[src/rtl/ldmerge_pkg.sv]
package ldmerge_pkg;

  typedef enum logic [2:0] {
    T_BYTE   = 3'd0,
    T_HALF   = 3'd1,
    T_WORD   = 3'd2,
    T_LONG   = 3'd3,
    T_MEDIUM = 3'd4,
    T_FLOAT  = 3'd5,
    T_DOUBLE = 3'd6,
    T_QUAD   = 3'd7
  } opType_e;

  typedef enum logic [1:0] {
    M_SIGNED   = 2'd0,
    M_UNSIGNED = 2'd1,
    M_INSERT   = 2'd2,
    M_RSVD     = 2'd3
  } opMode_e;

  // Strobes from control to datapath
  typedef struct packed {
    logic pickByte;   // narrow operand is a byte
    logic pickHalf;   // narrow operand is a halfword
    logic fillSign;   // replicate operand top bit upward
    logic keepUpper;  // retain old register upper bits
    logic illegal;    // mode not allowed for this type
    logic misalign;   // address breaks type alignment
  } mergeCtrl_t;

  // Widest alignment modulus is 16 bytes
  localparam int ALIGN_BITS = 4;

endpackage

[src/rtl/ldmerge_ctrl.sv]
module ldmerge_ctrl
  import ldmerge_pkg::*;
#(
  parameter int ADDR_W = 16
) (
  input  logic [2:0]        opType,
  input  logic [1:0]        opMode,
  input  logic [ADDR_W-1:0] byteAddr,
  output mergeCtrl_t        ctrl
);

  logic [ALIGN_BITS-1:0] alignMask;
  logic                  isNarrow;
  logic                  modeNeedsNarrow;

  // Low address bits that must be zero for each type
  always_comb begin
    case (opType)
      T_BYTE:   alignMask = 4'b0000;
      T_HALF:   alignMask = 4'b0001;
      T_WORD:   alignMask = 4'b0011;
      T_LONG:   alignMask = 4'b0111;
      T_MEDIUM: alignMask = 4'b0001;  // halfword boundary suffices
      T_FLOAT:  alignMask = 4'b0011;
      T_DOUBLE: alignMask = 4'b0111;
      T_QUAD:   alignMask = 4'b1111;
      default:  alignMask = 4'b0000;
    endcase
  end

  always_comb begin
    isNarrow        = (opType == T_BYTE) || (opType == T_HALF);
    modeNeedsNarrow = (opMode == M_UNSIGNED) || (opMode == M_INSERT);

    ctrl.pickByte  = (opType == T_BYTE);
    ctrl.pickHalf  = (opType == T_HALF);
    ctrl.fillSign  = (opMode == M_SIGNED);
    ctrl.keepUpper = (opMode == M_INSERT);
    ctrl.illegal   = (opMode == M_RSVD) || (modeNeedsNarrow && !isNarrow);
    ctrl.misalign  = |(byteAddr[ALIGN_BITS-1:0] & alignMask);
  end

endmodule

[src/rtl/ldmerge_datapath.sv]
module ldmerge_datapath
  import ldmerge_pkg::*;
#(
  parameter int DATA_W = 32,
  parameter int ADDR_W = 16
) (
  input  logic              clk,
  input  logic              rstN,
  input  logic              inValid,
  input  logic [DATA_W-1:0] memData,
  input  logic [ADDR_W-1:0] byteAddr,
  input  logic [DATA_W-1:0] oldVal,
  input  mergeCtrl_t        ctrl,
  output logic              outValid,
  output logic [DATA_W-1:0] newVal,
  output logic              misaligned,
  output logic              illegalOp
);

  localparam int BYTE_W = 8;
  localparam int HALF_W = 16;
  localparam int LANES  = DATA_W / BYTE_W;
  localparam int HALVES = DATA_W / HALF_W;
  localparam int LSEL_W = $clog2(LANES);
  localparam int HSEL_W = LSEL_W - 1;

  logic [BYTE_W-1:0] byteLane [LANES];
  logic [HALF_W-1:0] halfLane [HALVES];
  logic [BYTE_W-1:0] byteSel;
  logic [HALF_W-1:0] halfSel;
  logic [DATA_W-1:0] merged;

  // Little-endian lane split
  for (genvar gb = 0; gb < LANES; gb++) begin : g_byteLane
    assign byteLane[gb] = memData[gb*BYTE_W +: BYTE_W];
  end
  for (genvar gh = 0; gh < HALVES; gh++) begin : g_halfLane
    assign halfLane[gh] = memData[gh*HALF_W +: HALF_W];
  end

  assign byteSel = byteLane[byteAddr[LSEL_W-1:0]];
  assign halfSel = halfLane[byteAddr[LSEL_W-1:1]];

  always_comb begin
    merged = memData;
    if (ctrl.illegal) begin
      merged = oldVal;
    end else if (ctrl.pickByte) begin
      if (ctrl.keepUpper)
        merged = {oldVal[DATA_W-1:BYTE_W], byteSel};
      else if (ctrl.fillSign)
        merged = {{(DATA_W-BYTE_W){byteSel[BYTE_W-1]}}, byteSel};
      else
        merged = {{(DATA_W-BYTE_W){1'b0}}, byteSel};
    end else if (ctrl.pickHalf) begin
      if (ctrl.keepUpper)
        merged = {oldVal[DATA_W-1:HALF_W], halfSel};
      else if (ctrl.fillSign)
        merged = {{(DATA_W-HALF_W){halfSel[HALF_W-1]}}, halfSel};
      else
        merged = {{(DATA_W-HALF_W){1'b0}}, halfSel};
    end
  end

  always_ff @(posedge clk or negedge rstN) begin
    if (!rstN) begin
      outValid   <= 1'b0;
      newVal     <= '0;
      misaligned <= 1'b0;
      illegalOp  <= 1'b0;
    end else begin
      outValid <= inValid;
      if (inValid) begin
        newVal     <= merged;
        misaligned <= ctrl.misalign;
        illegalOp  <= ctrl.illegal;
      end
    end
  end

endmodule

[src/rtl/load_merge_unit.sv]
module load_merge_unit
  import ldmerge_pkg::*;
#(
  parameter int DATA_W = 32,
  parameter int ADDR_W = 16
) (
  input  logic              clk,
  input  logic              rstN,
  input  logic              inValid,
  input  logic [DATA_W-1:0] memData,
  input  logic [ADDR_W-1:0] byteAddr,
  input  logic [2:0]        opType,
  input  logic [1:0]        opMode,
  input  logic [DATA_W-1:0] oldVal,
  output logic              outValid,
  output logic [DATA_W-1:0] newVal,
  output logic              misaligned,
  output logic              illegalOp
);

  mergeCtrl_t ctrl;

  ldmerge_ctrl #(.ADDR_W(ADDR_W)) u_ctrl (
    .opType   (opType),
    .opMode   (opMode),
    .byteAddr (byteAddr),
    .ctrl     (ctrl)
  );

  ldmerge_datapath #(.DATA_W(DATA_W), .ADDR_W(ADDR_W)) u_dp (
    .clk        (clk),
    .rstN       (rstN),
    .inValid    (inValid),
    .memData    (memData),
    .byteAddr   (byteAddr),
    .oldVal     (oldVal),
    .ctrl       (ctrl),
    .outValid   (outValid),
    .newVal     (newVal),
    .misaligned (misaligned),
    .illegalOp  (illegalOp)
  );

endmodule

[config.mk]
export PLATFORM = sky130hd
export DESIGN_NAME = load_merge_unit
export DESIGN_NICKNAME = d
export VERILOG_FILES = /design/src/rtl/ldmerge_pkg.sv /design/src/rtl/ldmerge_ctrl.sv /design/src/rtl/ldmerge_datapath.sv /design/src/rtl/load_merge_unit.sv
export SDC_FILE = /design/constraint.sdc
export NUM_CORES = 1
export LEC_CHECK = 0
export BUFFER_PORTS_ARGS = -buffer_cell sky130_fd_sc_hd__buf_2
export CORE_MARGIN = 4
export CORE_UTILIZATION = 46
export DETAILED_ROUTE_END_ITERATION = 10
export PLACE_DENSITY = 0.81
export SLEW_MARGIN = 40
export SYNTH_ARGS = -nofsm -noshare
export SYNTH_HDL_FRONTEND = slang
export SYNTH_SLANG_ARGS = --single-unit
[constraint.sdc]
create_clock -name clk -period 1.5 [get_ports clk]
set_input_delay 0.075 -clock clk [delete_from_list [all_inputs] [get_ports clk]]
set_output_delay 0.075 -clock clk [all_outputs]
set_load 0.005 [all_outputs]
==> run_results.csv <==
group,metric,value,unit
worst_setup_path,rr_startpoint,"u_dp.newVal[9]",
die,die_h,84.1,µm
global_routing,grt_first_pass_wirelength,14.7,mm
hold_path,hold_depth,2,
die,die-width,84.1,µm
placement,dp_hpwl,7.10,mm
power_and_ir_drop,p_leak,1.68,nW
synth,synth-seq-cells,35,
global_routing,grtUsageMet2,43.0,%
job,drv_cap,0,
placement,gp_congestion,0.889,
global_routing,grt_max_degree,24,
cts,clock-sinks,35,
worst_setup_path,arrival,1640,ps
cts,clk_path_buf_depth,2,
cts,cts_made_buffers,5,
global_routing,track_usage,25.5,%
cts,clkSlewWorstSetupHoldPaths,80,ps
timing,finalHoldViolCount,0,
routing,dr_total_vias,3035,
routing,final_antenna_net_count,0,
synth,synth_common_cells,"dfrtp_1, nor3_1, o21ai_0",
die,core_area,5570,µm²
final_layout,stdcell_count,496,
routing,via_per_inst,6.12,
global_routing,grt_pass1_vias,3035,
routing,initialDrtViolationCount,250,
cts,worstSkewPairLatency,290,ps
worst_setup_path,crit_fanout,11,
final_layout,finalNetCount,514,
global_routing,antenna_found_initial,0,
final_layout,drive_above_1_share,47.4,%
worst_setup_path,required,1670,ps
placement,dpl-instance-area,3520,µm²
die,start_util,47.8,%
placement,dp.cells,487,
synth,yosys.area.top_type,"dfrtp_1",
timing,skew,0,ps
worst_setup_path,cpMaxStageDelayCell,"o311ai_1",
die,die_area,7070,µm²
timing,fmax,0.679,GHz
synth,ys_async_sr_fraction,100,%
hold_path,worstHoldStart,"oldVal[4]",
synth,avgSynthCellArea,9.15,µm²
placement,io_buffer_count,110,
cts,cts_root_buffer,"clkbuf_8",
synth,yosys_warnings,0,
final_layout,nFillCells,484,
worst_setup_path,r2r_cells,2,
timing,worst-slew-pin-transition,477,ps
die,std_cell_rows,27,
global_routing,met1_usage,32.8,%
routing,routed_wl,9.22,mm
timing,rsz0062_at_grt,"yes",
synth,synth_top_area_share,32.9,%
hold_path,hold_class,"primary input to flip-flop",
final_layout,finish.instance_area,3660,µm²
global_routing,grt_use_met3,4.54,%
worst_setup_path,end_kind,"flip-flop",
synth,synth_cell_type_count,37,
run_status,status,"completed",
synth,synth_edf_count,0,
global_routing,busiest_layer,"met2",
cts,postCtsSetupRepairBufs,0,
final_layout,regArea,876,µm²
timing,timing.hold.ws,15.3,ps
hold_path,hold_end,"u_dp.newVal[4]",
synth,synth.most_common_cell,"dfrtp_1",
worst_setup_path,ff2ff_setup_slack,450,ps
power_and_ir_drop,power_density,827,nW/µm²
cts,cts_tree,"built",
worst_setup_path,crit_type,"primary input to flip-flop",
final_layout,final_util,65.7,%
final_layout,syn2layout_area_growth,37.6,%
worst_setup_path,critPathMaxStageDelay,430,ps
power_and_ir_drop,peakVddDrop,0.443,mV
worst_setup_path,timing.rr.end,"u_dp.newVal[9]",
synth,synth_nets,382,
timing,maxSlewHeadroom,67.7,%
synth,synthCells,291,
worst_setup_path,path_cells,"buf_2, or3b_1, buf_4, o311ai_1, nor3_1, or3_1",
global_routing,overflow,0,
timing,report.final.slew_viol_count,0,
timing,min_period_over_period,98.2,%
routing,wire_per_inst,18.6,µm
timing,final.setup.tns,0,ps
routing,firstDrtPassIters,5,
synth,synth_area_leaders,"dfrtp_1, mux4_2, o21ba_2",
timing,finalCriticalPeriod,1470,ps
synth,syn_area,2660,µm²
final_layout,multi_input_area,1620,µm²
cts,htree_levels,2,
timing,setup_violations,0,
worst_setup_path,crit_path_start_kind,"primary input",
final_layout,num_antenna_cells,0,
synth,synth-main-ff-cell,"dfrtp_1",
die,ios,123,
synth,seq_area_frac_synth,32.9,%
routing,drc_errors,0,
metal layers:
metal | vias up | part of all wire, %
met5 | - | 0
met4 | 0 | 3.0
li1 | 1392 | -
met2 | 176 | 48
met3 | 23 | 8.7
met1 | 1444 | 40
logic make-up (layout without fill, tap and decap cells):
| kind of cell | after synthesis | after routing | synth area share (%) |
|---|---|---|---|
| compound gates | 113 | 113 | 34.3 |
| buf+inv | 45 | 178 | 7.47 |
| flops | 35 | 35 | 32.9 |
| simple gates | 86 | 86 | 16.4 |
| fa+ha+maj | 3 | 3 | 1.41 |
| mux | 9 | 9 | 7.61 |
final cells by class:
type                            count  share of cell area, %
Inverter                           16                   1.64
Clock inverter                      3                   1.20
Multi-Input combinational cell    211                   44.1
Timing Repair Buffer              154                   24.8
Clock buffer                        5                   1.88
Sequential cell                    35                   23.9
Tap cell                           72                   2.46
worst max-delay path by stage:
stage | cells after the start | slack [ps] | end | from
after global routing | 6 | -10 | u_dp.newVal[11] | opType[2]
after detailed placement | 8 | -360 | u_dp.newVal[16] | opMode[0]
after global placement | 6 | -210 | u_dp.newVal[11] | opType[2]
final | 6 | 30 | u_dp.newVal[11] | opType[2]
after floorplan | 7 | -40 | u_dp.newVal[13] | byteAddr[1]
after CTS | 8 | 40 | u_dp.newVal[12] | opMode[0]
sequential cells by signal (all words and copies together), names as in the netlist:
name / cells
u_dp.illegalOp: 1
u_dp.misaligned: 1
u_dp.outValid: 1
u_dp.newVal: 32
timing repair:
| item | CTS | global route |
|---|---|---|
| hold endpoints to repair | 18 | 0 |
| gates cloned | 0 | 0 |
| endpoints found under the setup margin | 2 | 31 |
| pin swaps | 0 | 1 |
| gates resized for setup | 2 | 8 |
| hold buffers | 1 | 0 |
worst max-delay path: cells and delay by family:
family | cells | cell delay [ps]
simple gates | 3 | 810
compound gates | 1 | 430
buf+inv | 2 | 310
cell usage in the layout (no fill, tap or decap), drive strengths merged, types with 3 or more instances in the layout:
cell,n
ha,3
nand3,3
o311ai,23
mux4,9
o21ba,16
clkbuf,5
o21ai,21
a2111oi,7
inv,16
dfrtp,35
nand2,16
o21bai,7
a21oi,7
o22ai,10
buf,153
a221o,8
nor2,17
or3b,8
a22o,8
or3,8
nor3,30
power by group:
part | switching, mW | internal, mW | total (mW) | leakage (nW)
Combinational | 0.488 | 0.507 | 0.996 | 1.20
Clock | 0.371 | 0.495 | 0.866 | 0.0581
Sequential | 0.0810 | 1.09 | 1.17 | 0.425
through the flow:
stage                     total power [mW]  setup slack [ps]
after floorplan                       1.66             -39.4
after global placement                2.13              -213
after detailed placement              2.16              -363
after CTS                             3.03              35.4
after global routing                  3.19             -9.69
final                                 3.03              27.3
Note: power is estimated with default switching activity, not from simulation.
